File: config.mk
export PLATFORM = sky130hd
export DESIGN_NAME = pwm_key_duty
export DESIGN_NICKNAME = d
export VERILOG_FILES = /design/src/rtl/pwm_key_pkg.sv /design/src/rtl/pwm_tick_gen.sv /design/src/rtl/pwm_key_ctrl.sv /design/src/rtl/pwm_duty_path.sv /design/src/rtl/pwm_key_duty.sv
export SDC_FILE = /design/constraint.sdc
export NUM_CORES = 1
export LEC_CHECK = 0
export ABC_AREA = 1
export BUFFER_PORTS_ARGS = -buffer_cell sky130_fd_sc_hd__buf_4
export CAP_MARGIN = 10
export CORE_AREA = 5 5 129 156
export CTS_CLUSTER_SIZE = 30
export DETAILED_ROUTE_END_ITERATION = 8
export DIE_AREA = 0 0 134 161
export GPL_ROUTABILITY_DRIVEN = 0
export PLACE_DENSITY = 0.81
export SETUP_SLACK_MARGIN = 0.5
export SYNTH_ARGS = -nofsm -noshare
export SYNTH_HDL_FRONTEND = slang
export SYNTH_SLANG_ARGS = --single-unit
File: constraint.sdc
create_clock -name clk -period 6.35 [get_ports clk]
set_input_delay 0 -clock clk [delete_from_list [all_inputs] [get_ports clk]]
set_output_delay 0 -clock clk [all_outputs]
set_load 0.05 [all_outputs]
File: src/rtl/pwm_key_pkg.sv
package pwm_key_pkg;

  localparam int NUM_KEYS = 4;

  // Bit position of each key inside keyN
  localparam int KEY_INC_FINE   = 0;
  localparam int KEY_DEC_FINE   = 1;
  localparam int KEY_INC_COARSE = 2;
  localparam int KEY_DEC_COARSE = 3;

  // Step strobes from control to datapath, one cycle each
  typedef struct packed {
    logic decCoarse;
    logic incCoarse;
    logic decFine;
    logic incFine;
  } stepStrobe_t;

endpackage

File: src/rtl/pwm_tick_gen.sv
module pwm_tick_gen #(
  parameter int CLK_DIV = 27
) (
  input  logic clk,
  input  logic rstN,
  output logic tick
);
  localparam int TW = $clog2(CLK_DIV + 1);

  logic [TW-1:0] divCnt;

  always_ff @(posedge clk or negedge rstN) begin
    if (!rstN) begin
      divCnt <= '0;
    end else if (divCnt == TW'(CLK_DIV - 1)) begin
      divCnt <= '0;
    end else begin
      divCnt <= divCnt + 1'b1;
    end
  end

  assign tick = (divCnt == TW'(CLK_DIV - 1));
endmodule

File: src/rtl/pwm_key_ctrl.sv
module pwm_key_ctrl
  import pwm_key_pkg::*;
#(
  parameter int DEB_TICKS = 20000,
  parameter int REP_DELAY = 500000,
  parameter int REP_RATE  = 100000
) (
  input  logic                clk,
  input  logic                rstN,
  input  logic                tick,
  input  logic [NUM_KEYS-1:0] keyN,
  output stepStrobe_t         steps
);
  localparam int DBW   = $clog2(DEB_TICKS + 1);
  localparam int HOLDM = (REP_DELAY > REP_RATE) ? REP_DELAY : REP_RATE;
  localparam int HW    = $clog2(HOLDM + 1);

  logic [NUM_KEYS-1:0] fireVec;

  for (genvar k = 0; k < NUM_KEYS; k++) begin : g_key
    logic [1:0]     syncQ;
    logic           rawPressed;
    logic           stableLvl;
    logic           stableQ;
    logic           pressEdge;
    logic [DBW-1:0] debCnt;
    logic [HW-1:0]  holdCnt;
    logic           repeating;
    logic           fire;

    // Two-flop synchronizer, inverted so 1 means pressed
    always_ff @(posedge clk or negedge rstN) begin
      if (!rstN) begin
        syncQ <= '0;
      end else begin
        syncQ <= {syncQ[0], ~keyN[k]};
      end
    end
    assign rawPressed = syncQ[1];

    // Debounce: the new level must hold for DEB_TICKS ticks
    always_ff @(posedge clk or negedge rstN) begin
      if (!rstN) begin
        stableLvl <= 1'b0;
        debCnt    <= '0;
      end else if (rawPressed == stableLvl) begin
        debCnt <= '0;
      end else if (tick) begin
        if (debCnt == DBW'(DEB_TICKS - 1)) begin
          stableLvl <= rawPressed;
          debCnt    <= '0;
        end else begin
          debCnt <= debCnt + 1'b1;
        end
      end
    end

    assign pressEdge = stableLvl & ~stableQ;

    // First step on press, then hold delay, then repeat rate
    always_ff @(posedge clk or negedge rstN) begin
      if (!rstN) begin
        stableQ   <= 1'b0;
        holdCnt   <= '0;
        repeating <= 1'b0;
        fire      <= 1'b0;
      end else begin
        stableQ <= stableLvl;
        fire    <= 1'b0;
        if (pressEdge) begin
          fire      <= 1'b1;
          holdCnt   <= '0;
          repeating <= 1'b0;
        end else if (!stableLvl) begin
          holdCnt   <= '0;
          repeating <= 1'b0;
        end else if (tick) begin
          if (!repeating && holdCnt == HW'(REP_DELAY - 1)) begin
            fire      <= 1'b1;
            repeating <= 1'b1;
            holdCnt   <= '0;
          end else if (repeating && holdCnt == HW'(REP_RATE - 1)) begin
            fire    <= 1'b1;
            holdCnt <= '0;
          end else begin
            holdCnt <= holdCnt + 1'b1;
          end
        end
      end
    end

    assign fireVec[k] = fire;
  end

  assign steps.incFine   = fireVec[KEY_INC_FINE];
  assign steps.decFine   = fireVec[KEY_DEC_FINE];
  assign steps.incCoarse = fireVec[KEY_INC_COARSE];
  assign steps.decCoarse = fireVec[KEY_DEC_COARSE];
endmodule

File: src/rtl/pwm_duty_path.sv
module pwm_duty_path
  import pwm_key_pkg::*;
#(
  parameter int DUTY_MAX    = 999,
  parameter int PWM_SCALE   = 10,
  parameter int FINE_STEP   = 1,
  parameter int COARSE_STEP = 10,
  localparam int DW = $clog2(DUTY_MAX + 1)
) (
  input  logic          clk,
  input  logic          rstN,
  input  logic          tick,
  input  stepStrobe_t   steps,
  output logic [DW-1:0] dutySet,
  output logic [DW-1:0] dutyAct,
  output logic          wrap,
  output logic          pwmOut
);
  localparam int FW = $clog2(PWM_SCALE + 1);

  logic [FW-1:0] fineCnt;
  logic [DW-1:0] coarseCnt;
  logic          fineEnd;
  int            sumDuty;
  int            clampDuty;

  // Sum all strobed steps, then apply the limits once
  always_comb begin
    sumDuty = int'(dutySet);
    if (steps.incFine)   sumDuty = sumDuty + FINE_STEP;
    if (steps.decFine)   sumDuty = sumDuty - FINE_STEP;
    if (steps.incCoarse) sumDuty = sumDuty + COARSE_STEP;
    if (steps.decCoarse) sumDuty = sumDuty - COARSE_STEP;
    if (sumDuty < 0) begin
      clampDuty = 0;
    end else if (sumDuty > DUTY_MAX) begin
      clampDuty = DUTY_MAX;
    end else begin
      clampDuty = sumDuty;
    end
  end

  always_ff @(posedge clk or negedge rstN) begin
    if (!rstN) begin
      dutySet <= '0;
    end else if (|steps) begin
      dutySet <= DW'(clampDuty);
    end
  end

  // Period counter: PWM_SCALE fine ticks per step, DUTY_MAX+1 steps
  assign fineEnd = (fineCnt == FW'(PWM_SCALE - 1));
  assign wrap    = tick && fineEnd && (coarseCnt == DW'(DUTY_MAX));

  always_ff @(posedge clk or negedge rstN) begin
    if (!rstN) begin
      fineCnt   <= '0;
      coarseCnt <= '0;
    end else if (tick) begin
      if (fineEnd) begin
        fineCnt   <= '0;
        coarseCnt <= wrap ? '0 : coarseCnt + 1'b1;
      end else begin
        fineCnt <= fineCnt + 1'b1;
      end
    end
  end

  // Applied duty changes only at the period boundary
  always_ff @(posedge clk or negedge rstN) begin
    if (!rstN) begin
      dutyAct <= '0;
    end else if (wrap) begin
      dutyAct <= dutySet;
    end
  end

  always_ff @(posedge clk or negedge rstN) begin
    if (!rstN) begin
      pwmOut <= 1'b0;
    end else begin
      pwmOut <= (coarseCnt < dutyAct);
    end
  end
endmodule

File: src/rtl/pwm_key_duty.sv
module pwm_key_duty
  import pwm_key_pkg::*;
#(
  parameter int CLK_DIV     = 27,
  parameter int PWM_SCALE   = 10,
  parameter int DUTY_MAX    = 999,
  parameter int DEB_TICKS   = 20000,
  parameter int REP_DELAY   = 500000,
  parameter int REP_RATE    = 100000,
  parameter int FINE_STEP   = 1,
  parameter int COARSE_STEP = 10,
  localparam int DW = $clog2(DUTY_MAX + 1)
) (
  input  logic                clk,
  input  logic                rstN,
  input  logic [NUM_KEYS-1:0] keyN,
  output logic                pwmOut,
  output logic [DW-1:0]       dutyValue
);
  logic          tick;
  stepStrobe_t   steps;
  logic [DW-1:0] dutyAct;
  logic          wrap;

  pwm_tick_gen #(.CLK_DIV(CLK_DIV)) tick_i (
    .clk  (clk),
    .rstN (rstN),
    .tick (tick)
  );

  pwm_key_ctrl #(
    .DEB_TICKS (DEB_TICKS),
    .REP_DELAY (REP_DELAY),
    .REP_RATE  (REP_RATE)
  ) ctrl_i (
    .clk   (clk),
    .rstN  (rstN),
    .tick  (tick),
    .keyN  (keyN),
    .steps (steps)
  );

  pwm_duty_path #(
    .DUTY_MAX    (DUTY_MAX),
    .PWM_SCALE   (PWM_SCALE),
    .FINE_STEP   (FINE_STEP),
    .COARSE_STEP (COARSE_STEP)
  ) path_i (
    .clk     (clk),
    .rstN    (rstN),
    .tick    (tick),
    .steps   (steps),
    .dutySet (dutyValue),
    .dutyAct (dutyAct),
    .wrap    (wrap),
    .pwmOut  (pwmOut)
  );
endmodule

After elaboration in Yosys (flattened, before gate mapping). Cells that the tools add are included.

Register bits: 200. Bits in latches: 0. RAM bits: 0. ROM bits: 0. Input bits: 6. Logic and storage cells: 200. Memories: 0.

$add $sub $neg: 15. $mul: 0. Divide/modulo/power cells: 0. Magnitude comparators: 3. Equality and inequality tests: 27. Shift-type cells: 0. Mux-type cells: 77. Bitwise logic cells: 16. Reduce and logical (&&, ||, !) cells: 28.

Operators with widths (number): two-way mux 19 bit (20); two-way mux 15 bit (12); two-way mux 32 bit (4); adder 19 x 1 -> 19 bit (second input constant) (4); equality test 19 x 17 -> 1 bit (second input constant) (4); equality test 19 bit (second input constant) (4); adder 15 x 1 -> 15 bit (second input constant) (4); equality test 15 bit (second input constant) (4); two-way mux 1 bit (36); adder 32 x 5 -> 32 bit (second input constant) (1); greater-than comparator 32 x 11 -> 1 bit (second input constant) (1); < comparator 32 x 1 -> 1 bit (second input constant) (1); subtractor 32 x 2 -> 32 bit (second input constant) (1); subtractor 32 x 5 -> 32 bit (second input constant) (1); two-way mux 10 bit (3); inequality test 3 x 2 -> 1 bit (second input constant) (4); inequality test 3 bit (second input constant) (4); inverter 1 bit (12); AND reduction 3 bit (4); adder 10 x 1 -> 11 bit (second input constant) (1); adder 10 x 1 -> 10 bit (second input constant) (1); equality test 10 bit (second input constant) (1); logical AND 1 bit (10); < comparator 10 bit (1); 12 further kinds (28).

Depth between registers and ports, before layout.
Depth after elaboration: 11. Gate-level depth with buffers: 31.

Modules after synthesis. Synthesis repeated with hierarchy kept, for this count alone.

Cell total of the unflattened synthesis: 1921. Area total of the unflattened synthesis: 13292.7 um^2.

By module, submodules not included: pwm_key_ctrl (instances 1, cells each 1366, area an instance 9650.5 um^2); pwm_duty_path (instances 1, cells each 526, area an instance 3397.0 um^2); pwm_tick_gen (instances 1, cells each 29, area an instance 245.2 um^2).

Least setup slack after synthesis. No wires, ideal clock.

Kind: reg2reg. Start: register path_i.dutySet[1]. End: register path_i.dutySet[1]. Data arrival time: 3.577 ns. Data required time: 6.232 ns. Slack: 2.655 ns. Cell stages (with the launch flop): 26. Path buffers: 0. Cell sequence: dfrtp_1 ha_1 inv_1 nand2_1 nand2_1 ha_1 nand2_1 nor2_2 nand2_1 nor4_1 ha_1 or2_2 o21ai_0 nand2_1 nor2_1 nand2_1 o22ai_1 nand2_2 nor2_1 nand2_1 nor2_1 nand2_2 nand2_2 nand2_1 nand2_1 nand2_1.

Word-level cells in the longest chain between the ends: 11.

Ends and longest elaborated chain: from (decl) (RTL line pwm_duty_path.sv:14) `output logic [DW-1:0] dutySet,`; from (signal assigned) (RTL line pwm_duty_path.sv:47) `dutySet <= DW'(clampDuty);`; adder 10 x 1 -> 11 bit (RTL line pwm_duty_path.sv:30) `if (steps.incFine) sumDuty = sumDuty + FINE_STEP;`; two-way mux 32 bit (*) (RTL line pwm_duty_path.sv:30); subtractor 32 x 2 -> 32 bit (RTL line pwm_duty_path.sv:31) `if (steps.decFine) sumDuty = sumDuty - FINE_STEP;`; two-way mux 32 bit (*) (RTL line pwm_duty_path.sv:31); adder 32 x 5 -> 32 bit (RTL line pwm_duty_path.sv:32) `if (steps.incCoarse) sumDuty = sumDuty + COARSE_STEP;`; two-way mux 32 bit (*) (RTL line pwm_duty_path.sv:32); subtractor 32 x 5 -> 32 bit (RTL line pwm_duty_path.sv:33) `if (steps.decCoarse) sumDuty = sumDuty - COARSE_STEP;`; two-way mux 32 bit (*) (RTL line pwm_duty_path.sv:33); greater-than comparator 32 x 11 -> 1 bit (RTL line pwm_duty_path.sv:36) `end else if (sumDuty > DUTY_MAX) begin`; two-way mux 10 bit (RTL line pwm_duty_path.sv:36); two-way mux 10 bit (*) (RTL line pwm_duty_path.sv:34) `if (sumDuty < 0) begin`.

Mark *: on every way between the ends. The rest lies on a longest branch, timed or not. A chain may end at the register's enable or synchronous reset.

Final worst setup path.
Start: register path_i.dutySet[0]. End: register path_i.dutySet[1].

The elaborated chain is that of the path after synthesis.

==> summary.txt <==
Run status
  • Run status: finished, final reports clean

Drt
  • # DRC: 0
  • DR vias: 10400
  • Detailed Routing Iterations Pass 1: 5
  • Antenna-violating nets left: 0
  • Final WL: between 20 and 25 mm
  • Via density: roughly 5.6
  • Routed length per instance: roughly 13 microns
  • Initial DRC count: 672

Timing
  • Final hold violation count: 0
  • Worst slew pin tran: ~0.94 ns
  • RSZ-0062 raised after global routing: no
  • Final worst-path cycle share: 0.595
  • Final TNS setup: 0 ns
  • Slew Limit Fails: 0
  • Final min period: roughly 3.8 ns
  • Fmax: 265 MHz
  • Final setup viols: 0
  • Slew HR: 0.370
  • Max Clock Skew: 0.0116 ns
  • PnR worst setup slack: approximately 2.6 ns

Final layout
  • Antenna cells: 0
  • Layout cells sized above 1: 0.0615
  • Final Util: 0.689
  • P&R area growth vs syn: 8.76%
  • Final net count: 1628

Place
  • DP Wirelength: 17.9 mm
  • PortBufs: 16
  • Pre-CTS WS: between 2 and 3 ns

Yosys
  • Post-synth top flop: dfrtp_1
  • Yosys warnings: 0
  • Synth Net Count: between 1500 and 2000
  • Synth top cells by count: nand2_1 (308), inv_1 (258), dfrtp_1 (200)
  • Cell variety after synth: 53
  • Post-synth top area share: 0.426
  • Number of flops mapped to enable cells by yosys: 0
  • Synth area leaders: dfrtp_1 (43%), nand2_1 (9.9%), inv_1 (8.3%), nor2_1 (5.4%), nor3_1 (4.4%)
  • Mapped cell area: about 12000 sq um
  • Asr flop ratio synth: 1.00
  • #FFs+latches synth: 200
  • Post-Syn Area per Cell: about 7.5 sq um
  • Most numerous cell in the Yosys netlist: nand2_1
  • Register area share after synthesis: 0.426
  • Cells after Synth: 1571
  • Yosys top cell by area: dfrtp_1

Power and ir drop
  • Sw Pwr: between 0.5 and 0.6 mW
  • Clock power share: 0.454
  • PD cells: around 190 nW/um^2
  • Internal: 1.91 mW
  • Power, Total: around 2.4 mW
  • VDD IR max: ~0.18 mV
  • Part of the power in combinational logic: 0.021
  • Flop pwr share: 0.525
  • Sw Ratio: 0.216
  • Leakage power: about 5.5 nW

Global routing
  • Vias in the first global route: about 10000
  • M3 GR Usage: 0.0374
  • First-pass GRT wire length: ~44 mm
  • Total gr overflow: 0
  • Gr busiest metal: met2
  • Met1 Usage GRT: 0.304
  • Grt met2 use: 0.419
  • Antenna violations before repair: 0
  • GRT Total Usage: 0.238
  • Largest net degree at the start of global routing: 80

Clock tree
  • TritonCTS clock tree: done
  • CTS clk-pin slew, worst paths: around 0.080 ns
  • Clock Tree Root: clkbuf_16
  • CTS sink count: 200
  • Post-CTS Setup Inserts: 0
  • Clock Latency Late Sink: approximately 0.44 ns
  • Longest Clk Path Bufs: 2
  • CTS buffer count: 17
  • Htree depth: 4

Setup path
  • R2R depth: 25
  • CP max stage cell: dfrtp_1
  • Worst r2r dst: path_i.dutySet[1]
  • Flop-to-flop setup slack: approximately 2.6 ns
  • Kind of critical path: flop to flop
  • Worst Path Max Fanout: 6
  • Worst reg2reg startpoint: path_i.dutySet[0]
  • Worst Path Required: about 6.7 ns
  • CP startpoint kind: flop
  • Setup crit end kind: flop
  • Family with the most delay on the worst path: simple AND/OR/NAND/NOR gates
  • CP max stage delay: between 0.4 and 0.5 ns
  • Most Frequent Cell on Critical Path: nand2_1
  • Buffers plus inverters on the worst setup path: 2
  • Worst Path Arrival: about 4.1 ns

Floorplanning
  • Initial Utilization: 0.634
  • Die footprint: roughly 22000 sq um
  • Top Ports: 17
  • Row cnt: 55
  • Core area: around 19000 sq um
  • Die Height: approximately 160 microns
  • Die width: 134 microns

Run
  • Max-cap violations: 0

Worst hold path
  • Min-delay worst type: primary input to asynchronous set/reset pin
## cells in the final DEF (no fill, tap or decap), types with 3 or more instances in the layout
cell type,instances
a211oi_1,7
a21oi_1,84
a221oi_1,3
a22oi_1,4
a31oi_1,6
buf_4,19
bufinv_16,3
clkbuf_16,17
clkinv_1,5
clkinvlp_4,3
dfrtp_1,200
dlygate4sd3_1,5
ha_1,25
inv_1,258
inv_2,5
nand2_1,308
nand2_2,20
nand3_1,88
nand3b_1,6
nand4_1,41
nor2_1,169
nor2_2,7
nor2_4,5
nor3_1,103
nor3b_1,4
nor4_1,27
o21a_1,5
o21ai_0,50
o21ai_1,6
o22ai_1,22
o41ai_1,5
xnor2_1,9
xor2_1,53
## flip-flops by register name (all words and copies together), names as in the netlist
| register | count |
|---|---|
| ctrl_i.g_key.debCnt | 60 |
| ctrl_i.g_key.fire | 4 |
| ctrl_i.g_key.holdCnt | 76 |
| ctrl_i.g_key.repeating | 4 |
| ctrl_i.g_key.stableLvl | 4 |
| ctrl_i.g_key.stableQ | 4 |
| ctrl_i.g_key.syncQ | 8 |
| path_i.coarseCnt | 10 |
| path_i.dutyAct | 10 |
| path_i.dutySet | 10 |
| path_i.fineCnt | 4 |
| path_i.pwmOut | 1 |
| tick_i.divCnt | 5 |
## per-layer routing
layer / wire length (microns) / vias to the layer above
li1: - / 5217
met2: 12500 / 231
met4: 438 / 0
met1: 10800 / 4852
met3: 958 / 50
met5: 0 / -
## final cells by class
class / instances / area, sq um
inverter: 268 / 1010
sequential: 200 / 5000
multi-input combinational: 1085 / 5660
clock inverter: 13 / 171
timing repair buffer: 25 / 206
fill: 1512 / 5750
tap: 228 / 285
clock buffer: 18 / 429
## power groups by stage
stage / Clock [mW] / Sequential, mW / Combinational [mW]
floorplan: 0 / 1.30 / 0.0159
global placement: 0 / 1.30 / 0.0488
detailed placement: 0 / 1.30 / 0.0497
CTS: 1.13 / 1.28 / 0.0524
global route: 1.19 / 1.28 / 0.0596
finish: 1.11 / 1.28 / 0.0505
## logic make-up after synthesis
logic type | Yosys count | synth area share
AOI/OAI and AO/OA | 210 | 0.105
xor gates and xnor gates | 62 | 0.0463
adders and majority gates | 25 | 0.0267
buffers and inverters | 286 | 0.0917
DFF | 200 | 0.426
muxes | 1 | 0.000960
and+or+nand+nor | 787 | 0.303
## what timing repair did
item | 4_1_cts | 5_1_grt
hold endpoints to repair | 81 | 0
hold buffers | 5 | 0
resized for setup | 0 | 0
## through the flow
| step | cell area [sq um] | hold slack [ns] | instances |
|---|---|---|---|
| finish | 12800 | 0.130 | 1837 |
| global route | 12800 | 0.201 | 1837 |
| CTS | 12800 | 0.164 | 1837 |
| detailed placement | 12100 | 0.0693 | 1801 |
| global placement | 12100 | 0.0609 | 1801 |
| floorplan | 11700 | -0.296 | 1571 |
## how the worst max path moves through the flow
stage	startpoint	end	slack (ns)	cells past startpoint
5_1_grt	path_i.dutySet[0]	path_i.dutySet[1]	2.09	25
2_1_floorplan	path_i.dutySet[1]	path_i.dutySet[1]	2.65	25
3_3_place_gp	path_i.dutySet[0]	path_i.dutySet[1]	2.73	25
3_5_place_dp	path_i.dutySet[0]	path_i.dutySet[1]	2.59	25
6_report	path_i.dutySet[0]	path_i.dutySet[1]	2.57	25
4_1_cts	path_i.dutySet[0]	path_i.dutySet[1]	2.57	25
No activity file was read; power rests on OpenSTA's default activity.
